==> src/rtl/stair_pkg.sv <==
package stair_pkg;

    // Classification of one adjacent-sample difference
    typedef enum logic [1:0] {
        K_STEP = 2'd0,   // within threshold: ordinary step
        K_WRAP = 2'd1,   // beyond half scale: accumulator reset fold
        K_JUMP = 2'd2    // medium jump: square-wave polarity candidate
    } diff_kind_e;

endpackage

==> src/rtl/stair_adc_seq.sv <==
module stair_adc_seq #(
    parameter int DATA_W     = 16,
    parameter int SAMPLE_DIV = 50
) (
    input  logic              clk,
    input  logic              rst_n,
    input  logic              adc_busy,
    input  logic [DATA_W-1:0] adc_data,
    output logic              adc_cnvst,
    output logic [DATA_W-1:0] smp_data,
    output logic              smp_vld
);

    localparam int DIV_W = (SAMPLE_DIV > 1) ? $clog2(SAMPLE_DIV) : 1;
    localparam logic [DIV_W-1:0] DIV_LAST = DIV_W'(SAMPLE_DIV - 1);

    typedef struct packed {
        logic [DIV_W-1:0]  div;
        logic              busy;
        logic              cnvst;
        logic              vld;
        logic [DATA_W-1:0] data;
    } seq_t;

    seq_t seq_d, seq_q;

    always_comb begin
        seq_d       = seq_q;
        seq_d.cnvst = (seq_q.div == '0);
        seq_d.div   = (seq_q.div == DIV_LAST) ? '0 : seq_q.div + 1'b1;
        seq_d.busy  = adc_busy;
        seq_d.vld   = 1'b0;
        // first edge with busy low after an edge with busy high
        if (seq_q.busy && !adc_busy) begin
            seq_d.vld  = 1'b1;
            seq_d.data = adc_data;
        end
    end

    always_ff @(posedge clk or negedge rst_n) begin
        if (!rst_n) seq_q <= '0;
        else        seq_q <= seq_d;
    end

    assign adc_cnvst = seq_q.cnvst;
    assign smp_data  = seq_q.data;
    assign smp_vld   = seq_q.vld;


    cnvst_pulse_chk: assert property (@(posedge clk) disable iff (!rst_n)
        adc_cnvst |=> !adc_cnvst);


    capture_edge_chk: assert property (@(posedge clk) disable iff (!rst_n)
        smp_vld |-> ($past(adc_busy, 2) && !$past(adc_busy)));

endmodule

==> src/rtl/stair_diff_cls.sv <==
module stair_diff_cls
    import stair_pkg::*;
#(
    parameter int DATA_W = 16
) (
    input  logic [DATA_W-1:0]  cur,
    input  logic [DATA_W-1:0]  prev,
    input  logic [DATA_W-1:0]  thresh,
    output diff_kind_e         kind,
    output logic signed [DATA_W:0] comp,
    output logic               fall
);

    localparam logic [DATA_W:0]          HALF = {2'b01, {(DATA_W-1){1'b0}}};
    localparam logic signed [DATA_W+1:0] FULL = {2'b01, {DATA_W{1'b0}}};

    logic signed [DATA_W:0]   raw;
    logic [DATA_W:0]          mag;
    logic signed [DATA_W+1:0] ext;
    logic signed [DATA_W+1:0] wide;

    always_comb begin
        raw  = $signed({1'b0, cur}) - $signed({1'b0, prev});
        mag  = raw[DATA_W] ? (DATA_W+1)'(-raw) : raw;
        ext  = {raw[DATA_W], raw};
        fall = raw[DATA_W];
        kind = K_STEP;
        wide = ext;
        if (mag > {1'b0, thresh}) begin
            if (mag >= HALF) begin
                kind = K_WRAP;
                wide = fall ? ext + FULL : ext - FULL;
            end else begin
                kind = K_JUMP;
            end
        end
        comp = wide[DATA_W:0];
    end

endmodule

==> src/rtl/stair_accum.sv <==
module stair_accum
    import stair_pkg::*;
#(
    parameter int DATA_W   = 16,
    parameter int AVG_LOG2 = 4,
    parameter int PERIOD_W = 16
) (
    input  logic                   clk,
    input  logic                   rst_n,
    input  logic                   smp_vld,
    input  logic [DATA_W-1:0]      smp_data,
    input  logic [DATA_W-1:0]      thresh,
    output logic signed [DATA_W:0] step_out,
    output logic                   step_neg,
    output logic [PERIOD_W-1:0]    period_out,
    output logic                   result_valid
);

    localparam int SUM_W  = DATA_W + 1 + AVG_LOG2;
    localparam int VOTE_W = AVG_LOG2 + 2;

    typedef struct packed {
        logic [DATA_W-1:0]       prev;
        logic                    have_prev;
        logic signed [SUM_W-1:0] sum;
        logic [AVG_LOG2-1:0]     cnt;
        logic signed [VOTE_W-1:0] vote;
        logic signed [DATA_W:0]  step;
        logic                    neg;
        logic                    valid;
        logic [PERIOD_W-1:0]     per_cnt;
        logic [PERIOD_W-1:0]     period;
        logic                    edge_seen;
        logic                    edge_fall;
    } acc_t;

    acc_t acc_d, acc_q;

    diff_kind_e               kind;
    logic signed [DATA_W:0]   comp;
    logic                     fall;
    logic signed [VOTE_W-1:0] vote_nx;
    logic signed [SUM_W-1:0]  tot;
    logic signed [SUM_W-1:0]  avg;
    logic [PERIOD_W-1:0]      per_nx;
    logic                     accept;

    stair_diff_cls #(.DATA_W(DATA_W)) u_cls (
        .cur    (smp_data),
        .prev   (acc_q.prev),
        .thresh (thresh),
        .kind   (kind),
        .comp   (comp),
        .fall   (fall)
    );

    always_comb begin
        acc_d       = acc_q;
        acc_d.valid = 1'b0;
        accept      = 1'b0;
        vote_nx     = acc_q.vote;
        per_nx      = (&acc_q.per_cnt) ? acc_q.per_cnt : acc_q.per_cnt + 1'b1;
        tot         = acc_q.sum + $signed({{AVG_LOG2{comp[DATA_W]}}, comp});
        avg         = tot >>> AVG_LOG2;
        if (smp_vld) begin
            acc_d.prev      = smp_data;
            acc_d.have_prev = 1'b1;
            acc_d.per_cnt   = per_nx;
            if (acc_q.have_prev) begin
                case (kind)
                    K_STEP: begin
                        accept = 1'b1;
                        if (comp > 0)      vote_nx = acc_q.vote + VOTE_W'(1);
                        else if (comp < 0) vote_nx = acc_q.vote - VOTE_W'(1);
                    end
                    K_WRAP: accept = 1'b1;
                    K_JUMP: begin
                        if (!acc_q.edge_seen || (fall != acc_q.edge_fall)) begin
                            acc_d.period    = per_nx;
                            acc_d.per_cnt   = '0;
                            acc_d.edge_seen = 1'b1;
                            acc_d.edge_fall = fall;
                        end
                    end
                    default: ;
                endcase
                if (accept) begin
                    if (acc_q.cnt == '1) begin
                        acc_d.step  = avg[DATA_W:0];
                        acc_d.neg   = vote_nx[VOTE_W-1];
                        acc_d.valid = 1'b1;
                        acc_d.sum   = '0;
                        acc_d.cnt   = '0;
                        acc_d.vote  = '0;
                    end else begin
                        acc_d.sum  = tot;
                        acc_d.cnt  = acc_q.cnt + 1'b1;
                        acc_d.vote = vote_nx;
                    end
                end
            end
        end
    end

    always_ff @(posedge clk or negedge rst_n) begin
        if (!rst_n) acc_q <= '0;
        else        acc_q <= acc_d;
    end

    assign step_out     = acc_q.step;
    assign step_neg     = acc_q.neg;
    assign period_out   = acc_q.period;
    assign result_valid = acc_q.valid;


    valid_pulse_chk: assert property (@(posedge clk) disable iff (!rst_n)
        result_valid |=> !result_valid);


    step_hold_chk: assert property (@(posedge clk) disable iff (!rst_n)
        !result_valid |-> ($stable(step_out) && $stable(step_neg)));


    period_src_chk: assert property (@(posedge clk) disable iff (!rst_n)
        !$stable(period_out) |-> $past(smp_vld));

endmodule

==> src/rtl/stair_step_est.sv <==
module stair_step_est #(
    parameter int DATA_W     = 16,
    parameter int SAMPLE_DIV = 50,
    parameter int AVG_LOG2   = 4,
    parameter int PERIOD_W   = 16
) (
    input  logic                   clk,
    input  logic                   rst_n,
    input  logic [DATA_W-1:0]      jump_thresh,
    input  logic                   adc_busy,
    input  logic [DATA_W-1:0]      adc_data,
    output logic                   adc_cnvst,
    output logic signed [DATA_W:0] step_out,
    output logic                   step_neg,
    output logic [PERIOD_W-1:0]    period_out,
    output logic                   result_valid
);

    logic [DATA_W-1:0] smp_data;
    logic              smp_vld;

    stair_adc_seq #(
        .DATA_W     (DATA_W),
        .SAMPLE_DIV (SAMPLE_DIV)
    ) u_seq (
        .clk       (clk),
        .rst_n     (rst_n),
        .adc_busy  (adc_busy),
        .adc_data  (adc_data),
        .adc_cnvst (adc_cnvst),
        .smp_data  (smp_data),
        .smp_vld   (smp_vld)
    );

    stair_accum #(
        .DATA_W   (DATA_W),
        .AVG_LOG2 (AVG_LOG2),
        .PERIOD_W (PERIOD_W)
    ) u_acc (
        .clk          (clk),
        .rst_n        (rst_n),
        .smp_vld      (smp_vld),
        .smp_data     (smp_data),
        .thresh       (jump_thresh),
        .step_out     (step_out),
        .step_neg     (step_neg),
        .period_out   (period_out),
        .result_valid (result_valid)
    );

endmodule

==> config.mk <==
export PLATFORM = sky130hd
export DESIGN_NAME = stair_step_est
export DESIGN_NICKNAME = d
export VERILOG_FILES = /design/src/rtl/stair_pkg.sv /design/src/rtl/stair_adc_seq.sv /design/src/rtl/stair_diff_cls.sv /design/src/rtl/stair_accum.sv /design/src/rtl/stair_step_est.sv
export SDC_FILE = /design/constraint.sdc
export NUM_CORES = 1
export LEC_CHECK = 0
export CAP_MARGIN = 0
export CORE_MARGIN = 2
export CORE_UTILIZATION = 38
export DETAILED_ROUTE_END_ITERATION = 7
export GPL_ROUTABILITY_DRIVEN = 0
export PLACE_DENSITY_LB_ADDON = 0.12
export RECOVER_POWER = 100
export SLEW_MARGIN = 40
export SYNTH_ARGS = -nofsm -noshare
export SYNTH_HDL_FRONTEND = slang
export SYNTH_SLANG_ARGS = --single-unit
==> constraint.sdc <==
create_clock -name clk -period 9.3 [get_ports clk]
set_clock_uncertainty 0.1 [all_clocks]
set_input_delay 1.86 -clock clk [delete_from_list [all_inputs] [get_ports clk]]
set_output_delay 1.86 -clock clk [all_outputs]
set_load 0.03 [all_outputs]
# [Word-level counts from Yosys, hierarchy flattened]
# Cells that the tools add are included.
[totals] register_bits=126 latchBits=0 mem_bits_rw=0 romBits=0 input_bits=35 mem_count=0
[classes] add_sub_neg=10 n_mul=0 div=0 n_lt_le_gt_ge=4 eq_ne=5 shifts=0 mux=22 bitwise_logic=0 n_reduce_logical=14
[op_table] cell="$mux W17" count=5
[op_table] cell="$mux W35" count=2
[op_table] cell="$mux W34" count=2
[op_table] cell="$mux W31" count=1
[op_table] cell="$mux W6" count=4
[op_table] cell="$add A21 B17 Y21" count=1
[op_table] cell="$add A17 B17 Y17 const B" count=1
[op_table] cell="$ge A17 B16 Y1 const B" count=1
[op_table] cell="$gt A17 B1 Y1 const B" count=1
[op_table] cell="$gt A17 B16 Y1" count=1
[op_table] cell="$lt A17 B1 Y1 const B" count=1
[op_table] cell="$neg A17 Y17" count=1
[op_table] cell="$sub A16 B16 Y17" count=1
[op_table] cell="$sub A17 B17 Y17 const B" count=1
[op_table] cell="$add A16 B1 Y16 const B" count=1
[op_table] cell="$mux W16" count=1
[op_table] cell="$reduce_and A16 Y1" count=1
[op_table] cell="$reduce_and A4 Y1" count=2
[op_table] cell="$add A6 B1 Y6 const B" count=1
[op_table] cell="$add A6 B2 Y6 const B" count=1
[op_table] cell="$eq A6 B6 Y1 const B" count=1
[op_table] cell="$logic_not A6 Y1" count=1
[op_table] cell="$sub A6 B2 Y6 const B" count=1
[op_table] cell="$mux W1" count=5
[op_table] cell="15 further kinds" count=17

# [Longest topological paths before layout]
# Gate-level depths: netlist of the first run.
[depth] ltp_word=14 ltp_mapped=28 mapped_depth_nobuf=28

# [Hierarchy]
# Synthesis of the first run repeated with hierarchy kept, for this count alone.
[hier_totals] hier_cells=970 hier_area_um2=8842.2
[modules_own_cells] mod="stair_accum" instances=1 cells_per_inst=623 area_each_um2=5926.9
[modules_own_cells] mod="stair_diff_cls" instances=1 cells_per_inst=257 area_each_um2=1780.5
[modules_own_cells] mod="stair_adc_seq" instances=1 cells_per_inst=90 area_each_um2=1134.8

# [Worst setup path after synthesis of the first run]
# Ideal clock, no wire load.
[synth_path] path_kind="reg2reg" start="register u_seq.seq_q, in the netlist u_seq.smp_data[2]" end="register u_acc.acc_q[83] (netlist bit)" setup_ps=69 arrival_time_ps=6307 t_required_ps=9131 slack_ps=2824 path_stages_with_launch=26 n_path_buf=0 cell_sequence="dfrtp_1 > ha_1 > nor2b_1 > o31a_1 > o41ai_1 > a211oi_2 > a2111oi_4 > nand3_1 > o31ai_1 > xnor2_1 > ha_1 > nand2_1 > nor3_1 > a21boi_0 > a2111o_1 > o31ai_1 > nand2b_1 > a21oi_4 > nor4_4 > ha_1 > a21o_1 > a31oi_1 > o21ai_0 > xnor2_1 > or4_1 > nand3_1"
[synth_between] elab_chain_len=12
[synth_rtl] item="start, declared" line_no="stair_adc_seq.sv:25" rtl="seq_t seq_d, seq_q;"
[synth_rtl] item="start signal, assigned" line_no="stair_adc_seq.sv:42" rtl="else seq_q <= seq_d;"
[synth_rtl] item="$sub A16 B16 Y17 *" line_no="stair_diff_cls.sv:23" rtl="raw = $signed({1'b0, cur}) - $signed({1'b0, prev});"
[synth_rtl] item="branches (longest 11 deep; another with $add A21 B17 Y21)"
[synth_rtl] item="end signal, assigned" line_no="stair_accum.sv:106" rtl="if (!rst_n) acc_q <= '0;"
[synth_rtl] item="end signal, assigned" line_no="stair_accum.sv:107" rtl="else acc_q <= acc_d;"
[synth_rtl] item="end, declared" line_no="stair_accum.sv:37" rtl="acc_t acc_d, acc_q;"
# Every way passes the cells marked *. The select of a mux whose other input is x is not followed.
# A chain may end at the register's enable or synchronous reset.

# [Worst setup path after layout of the first run]
[layout_path] start="register u_seq.seq_q, in the netlist u_seq.smp_data[0]" end="register u_acc.acc_q[83] (netlist bit)"
# The elaborated chain is that of the path after synthesis.

==> results.py, run 1 <==
metrics = {
    "synthesis": {
        "seq_area_frac_synth_pct": 37.7,
        "synth_nets": 1018,
        "synth_flop_cell": "dfrtp_1",
        "synth_cells": 919,
        "yosysWarnings": 0,
        "synth_top_area_cell": "dfrtp_1",
        "post-synth-top-count-cell": "dfrtp_1",
        "syn_area_sq_um": 8360,
        "synth.area.top_cells": "dfrtp_1 (38%), ha_1 (9.3%), nand2_1 (5.0%)",
        "syn_area_per_cell_sq_um": 9.10,
        "ys_ff_latch": 126,
        "synth_top_area_share_pct": 37.7,
        "yosysUniqueCellTypes": 81,
        "async_flop_share_pct": 100,
        "synth_edf_count": 0,
        "yosys-top-cells-count": "dfrtp_1 (126), nand2_1 (111), o21ai_0 (71)",
    },
    "global_route": {
        "grt_use_total_pct": 16.4,
        "first_global_vias": 6214,
        "grt_first_pass_wirelength_mm": 31.1,
        "overflow": 0,
        "antenna_found_initial": 0,
        "grt_max_degree": 65,
    },
    "routing": {
        "first_pass_iters": 4,
        "wl_met1_mm": 9.09,
        "wl_mm": 18.4,
        "drtAntennaViolNets": 0,
        "wl_per_cell_microns": 14.8,
        "highest_layer": "met4",
        "drt_iter0_drc": 297,
        "wl_met3_microns": 533,
        "drc_errors": 0,
        "vias": 6352,
        "via_per_inst": 5.12,
        "met2_length_mm": 8.57,
    },
    "worst_setup_path": {
        "crit_path_max_incr_delay_ns": 0.62,
        "crit_required_ns": 9.56,
        "regToRegStartpoint": "u_seq.smp_data[0]",
        "cpMaxStageDelayCell": "o31ai_1",
        "setup.worst_path.start_class": "flop",
        "r2r_slack_ns": 1.66,
        "path_buf_inv": 1,
        "rr_endpoint": "u_acc.acc_q[83]",
        "worstSetupPathType": "flop to flop",
        "cp-end-kind": "flop",
        "worstRegToRegCells": 27,
        "crit_family": "compound AO/OA/AOI/OAI gates",
        "crit_top_cell": "ha_1",
        "worst-path-max-fanout": 6,
        "arrival_ns": 7.90,
    },
    "floorplanning": {
        "ios": 71,
        "start_util_pct": 38.5,
        "die_y_microns": 152,
        "die_area_sq_um": 23200,
        "fp.dieW_microns": 152,
        "core-area_sq_um": 21700,
        "rows": 54,
    },
    "finish": {
        "drive_gt1_share_pct": 8.32,
        "n_antenna_cell": 0,
        "area_delta_synth_final_pct": 16.0,
        "fin_util_pct": 44.7,
        "fin_nets": 1047,
    },
    "status": {
        "status": "finished with violations",
        "failed_checks": "capacitance limit, slew limit",
    },
    "clock_network": {
        "root_buffer": "clkbuf_16",
        "clk_pin_slew_ns": 0.06,
        "clock_sinks": 126,
        "cts_tree": "yes",
        "post_cts_buffers": 0,
        "clock_latency_ns": 0.43,
        "cts-buffers-inserted": 17,
        "hold_buffers": 0,
        "cts_max_path_buffers": 2,
        "cts-htree-levels": 4,
        "cts_resized": 0,
    },
    "timing": {
        "tightest_slew_ns": 3.50,
        "setup-tns-final_ns": 0,
        "max_freq_mhz": 131,
        "worst_slack_ns": 1.66,
        "period_minus_slack_ns": 7.64,
        "final_max_slew_viol_count": 190,
        "finalCritPeriodShare_pct": 82.2,
        "maxSlewHeadroom_pct": -134,
        "rsz0062_at_grt": "no",
        "setup_viol": 0,
        "hold_viol_final": 0,
    },
    "worst_hold_path": {
        "min_path_type": "flop to flop",
        "hold_path_startpoint": "u_acc.period_out[3]",
        "hold_depth": 2,
        "min_to": "u_acc.period_out[3]",
    },
    "power": {
        "finalPower_mw": 3.60,
        "power_density_nw_per_um2": 371,
        "peakVddDrop_mv": 0.153,
        "leakage_nw": 4.45,
    },
    "place": {
        "place_worst_setup_slack_ns": 1.84,
        "numPortBuffers": 70,
        "dpl.hpwl_mm": 13.3,
    },
    "run": {
        "maxCapViolations": 3,
    },
}
## final cells by class
type,count,area (sq um)
clock buffers,20,457
clock inverters,12,206
fillers,2116,12000
inverters,56,211
multi-input cells,673,4600
flip-flops and latches,126,3150
well taps,280,350
repair buffers,74,713
## cells by family (layout without fill, tap and decap cells)
| logic type | after synthesis | count (layout) | synth area share [%] |
|---|---|---|---|
| adders and majority gates | 64 | 64 | 9.76 |
| and+or+nand+nor | 276 | 276 | 16.7 |
| xor gates and xnor gates | 56 | 56 | 5.87 |
| AOI/OAI and AO/OA | 247 | 247 | 18.9 |
| muxes | 30 | 30 | 4.03 |
| DFF | 126 | 126 | 37.7 |
| buffers and inverters | 120 | 162 | 7.02 |
## metal layers
layer / global-route usage (%) / up-vias
met4: 4.09 / 0
li1: - / 3274
met5: 0 / -
met3: 3.44 / 16
met2: 27.3 / 88
met1: 21.8 / 2974
## placed cells by master (no fill, tap or decap), types with 19 or more instances in the layout
cell,synthesis,routed
nand3_1,26,26
inv_1,55,55
a21oi_1,53,54
o21ai_0,71,92
o31ai_1,20,20
dlygate4sd3_1,0,37
a21o_1,19,19
clkdlybuf4s50_1,0,32
nand2_1,111,112
mux2_2,22,22
xor2_1,19,19
dfrtp_1,126,126
nor2_1,42,42
ha_1,62,62
xnor2_1,37,37
## worst register-to-register path, cell delays in order, from the launching register on
cell and delay, ns:
dfrtp_1 0.37, inv_1 0.08, ha_1 0.19, fa_1 0.22
nor2b_1 0.07, o31a_1 0.32, o41ai_1 0.57, a211oi_1 0.33
a2111oi_4 0.47, nand3_1 0.30, o31ai_1 0.36, xnor2_1 0.17
ha_1 0.27, nand2_1 0.11, nor3_1 0.07, a21boi_0 0.13
a2111o_1 0.35, o31ai_1 0.62, nand2b_1 0.27, a21oi_1 0.12
nor4_4 0.51, ha_1 0.36, a21o_1 0.19, a31oi_1 0.23
o21ai_0 0.16, xnor2_1 0.18, or4_1 0.41, nand3_1 0.09
## per-stage QoR
step / instances / instance area [sq um] / hold WS (ns)
floorplan: 919 / 8360 / 0.336
global placement: 1209 / 9080 / 0.362
detailed placement: 1209 / 9090 / 0.356
CTS: 1241 / 9750 / 0.370
global route: 1241 / 9690 / 0.404
finish: 1241 / 9690 / 0.367
## registers in the layout (all words and copies together), names as in the netlist
signal,cells
u_acc.acc_q,66
u_acc.period_out,16
u_acc.result_valid,1
u_acc.step_neg,1
u_acc.step_out,17
u_seq.adc_cnvst,1
u_seq.seq_q,7
u_seq.smp_data,16
u_seq.smp_vld,1
## power breakdown
| part | switching, mW | internal, mW |
|---|---|---|
| Sequential | 0.114 | 0.716 |
| Clock | 0.264 | 0.493 |
| Combinational | 1.19 | 0.828 |
| Total | 1.56 | 2.04 |
## worst max-delay path by stage
stage	start	to	slack, ns	cells after the start
finish	u_seq.smp_data[0]	u_acc.acc_q[83]	1.66	27
global route	rst_n	u_acc.acc_q[24]	0.64	2
CTS	u_seq.smp_data[0]	u_acc.acc_q[83]	1.78	27
detailed placement	u_seq.smp_data[0]	u_acc.acc_q[83]	1.84	27
global placement	u_seq.smp_data[0]	u_acc.acc_q[83]	2.15	27
floorplan	u_seq.smp_data[2]	u_acc.acc_q[83]	2.82	25
(Power assumes the default switching activity.)
==> run 2: changes to the inputs <==
==> constraint.sdc (replaced) <==
create_clock -name clk -period 8 [get_ports clk]
set_clock_uncertainty 0.1 [all_clocks]
set_input_delay 1.6 -clock clk [delete_from_list [all_inputs] [get_ports clk]]
set_output_delay 1.6 -clock clk [all_outputs]
set_load 0.03 [all_outputs]
==> results.py, run 2 (synthesis results as in run 1) <==
metrics = {
    "status": {
        "status": "finished with violations",
        "failed_checks": "capacitance limit, slew limit",
    },
    "clock_network": {
        "cts-htree-levels": 4,
        "clk_pin_slew_ns": 0.06,
        "cts-buffers-inserted": 17,
        "cts_tree": "yes",
        "root_buffer": "clkbuf_16",
        "cts_max_path_buffers": 2,
        "clock_latency_ns": 0.42,
        "clock_sinks": 126,
    },
    "floorplanning": {
        "die_y_microns": 152,
        "rows": 54,
        "start_util_pct": 38.5,
        "core-area_sq_um": 21700,
        "ios": 71,
        "die_area_sq_um": 23200,
        "fp.dieW_microns": 152,
    },
    "global_route": {
        "grt_use_total_pct": 16.4,
        "overflow": 0,
        "grt_first_pass_wirelength_mm": 31.5,
        "grt_max_degree": 68,
        "antenna_found_initial": 0,
        "first_global_vias": 6371,
    },
    "finish": {
        "fin_nets": 1049,
        "largest_reg_flops": 66,
        "regArea_sq_um": 3150,
        "drive_gt1_share_pct": 8.93,
        "layout_commonest_cell": "dfrtp_1",
        "n_antenna_cell": 0,
        "regMostFlops": "u_acc.acc_q",
        "multiInputGateArea_sq_um": 4640,
        "area_delta_synth_final_pct": 15.8,
        "layout_common_cells": "dfrtp_1 (126), nand2_1 (112), o21ai_0 (93)",
        "fill_cells": 2132,
        "fin_util_pct": 44.6,
    },
    "timing": {
        "setup-tns-final_ns": 0,
        "rsz0062_at_grt": "no",
        "maxSlewHeadroom_pct": -121,
        "max_freq_mhz": 136,
        "hold_ws_ns": 0.371,
        "hold_viol_final": 0,
        "final_max_slew_viol_count": 190,
        "finalCritPeriodShare_pct": 91.7,
        "tightest_slew_ns": 3.32,
        "setup_viol": 0,
        "period_minus_slack_ns": 7.33,
    },
    "worst_setup_path": {
        "arrival_ns": 7.59,
        "worstRegToRegCells": 26,
        "rr_endpoint": "u_acc.acc_q[83]",
        "r2r_slack_ns": 0.67,
        "setup.worst_path.start_class": "flop",
        "cp-end-kind": "flop",
        "crit_required_ns": 8.26,
        "regToRegStartpoint": "u_acc.acc_q[86]",
        "worstSetupPathType": "flop to flop",
        "startpoint": "u_acc.acc_q[86]",
        "worst-path-max-fanout": 6,
    },
    "routing": {
        "via_per_inst": 5.10,
        "drt_iter0_drc": 293,
        "wl_per_cell_microns": 14.8,
        "first_pass_iters": 5,
        "drtAntennaViolNets": 0,
        "vias": 6335,
        "wl_mm": 18.4,
        "drc_errors": 0,
    },
    "worst_hold_path": {
        "min_to": "u_acc.period_out[13]",
        "hold_path_startpoint": "u_acc.period_out[13]",
        "min_path_type": "flop to flop",
        "hold_depth": 2,
    },
    "power": {
        "finalPower_mw": 4.12,
        "leakage_nw": 4.44,
        "peakVddDrop_mv": 0.164,
        "power_density_nw_per_um2": 425,
    },
    "place": {
        "numPortBuffers": 70,
        "dpl.hpwl_mm": 13.2,
    },
    "run": {
        "maxCapViolations": 3,
    },
}
run 2: critical path, stage by stage (launching register included):
cell and delay (ns):
dfrtp_1 0.37, inv_1 0.06, ha_1 0.26, nor2b_1 0.14
o31a_1 0.29, or2_2 0.30, a211o_1 0.34, a2111oi_2 0.58
nand3_1 0.33, o31ai_1 0.36, xnor2_1 0.17, ha_1 0.26
nand2_1 0.10, nor3_1 0.08, a21boi_0 0.14, a2111o_1 0.35
o31ai_1 0.54, nand2b_1 0.31, a21oi_4 0.08, nor4_4 0.48
ha_1 0.36, a21o_1 0.19, a31oi_1 0.21, o21ai_0 0.16
xnor2_1 0.18, or4_1 0.41, nand3_1 0.09
run 2: through the flow:
| step | cell area (sq um) | std cells | worst slack [ns] |
|---|---|---|---|
| after floorplan | 8360 | 919 | 1.52 |
| after global placement | 9100 | 1211 | 0.856 |
| after detailed placement | 9100 | 1211 | 0.544 |
| after CTS | 9710 | 1243 | 0.528 |
| after global routing | 9680 | 1243 | 0.0451 |
| final | 9680 | 1243 | 0.666 |
run 2: repair_timing:
action	in CTS	in global routing
endpoints found under the hold margin	0	0
setup endpoints to repair	0	2
buffers inserted	0	0
resized for setup	0	1
hold buffers	0	0
run 2: final cells by class:
cell class	instances	share of cell area, %
repair buffers	76	7.51
clock inverters	11	1.36
clock buffers	21	4.86
well taps	280	3.62
multi-input cells	673	47.9
flip-flops and latches	126	32.6
inverters	56	2.17
run 2: power by group:
group | internal, mW | leakage [nW] | switching, mW | total, mW
logic | 0.973 | 2.56 | 1.38 | 2.36
registers | 0.833 | 1.59 | 0.134 | 0.967
clock network | 0.486 | 0.286 | 0.307 | 0.793
total | 2.29 | 4.44 | 1.82 | 4.12
run 2: worst max path at each step:
stage	endpoint	slack [ns]
after floorplan	u_acc.acc_q[83]	1.52
after global placement	u_acc.acc_q[83]	0.86
after detailed placement	u_acc.acc_q[83]	0.54
after CTS	u_acc.acc_q[83]	0.53
after global routing	u_acc.acc_q[83]	0.05
final	u_acc.acc_q[83]	0.67
run 2: layer usage:
layer / vias to the layer above / wire length, microns / GRT usage (%)
li1: 3272 / - / -
met1: 2978 / 9060 / 22.1
met2: 72 / 8680 / 27.5
met3: 13 / 467 / 2.73
met4: 0 / 193 / 4.45
met5: - / 0 / 0
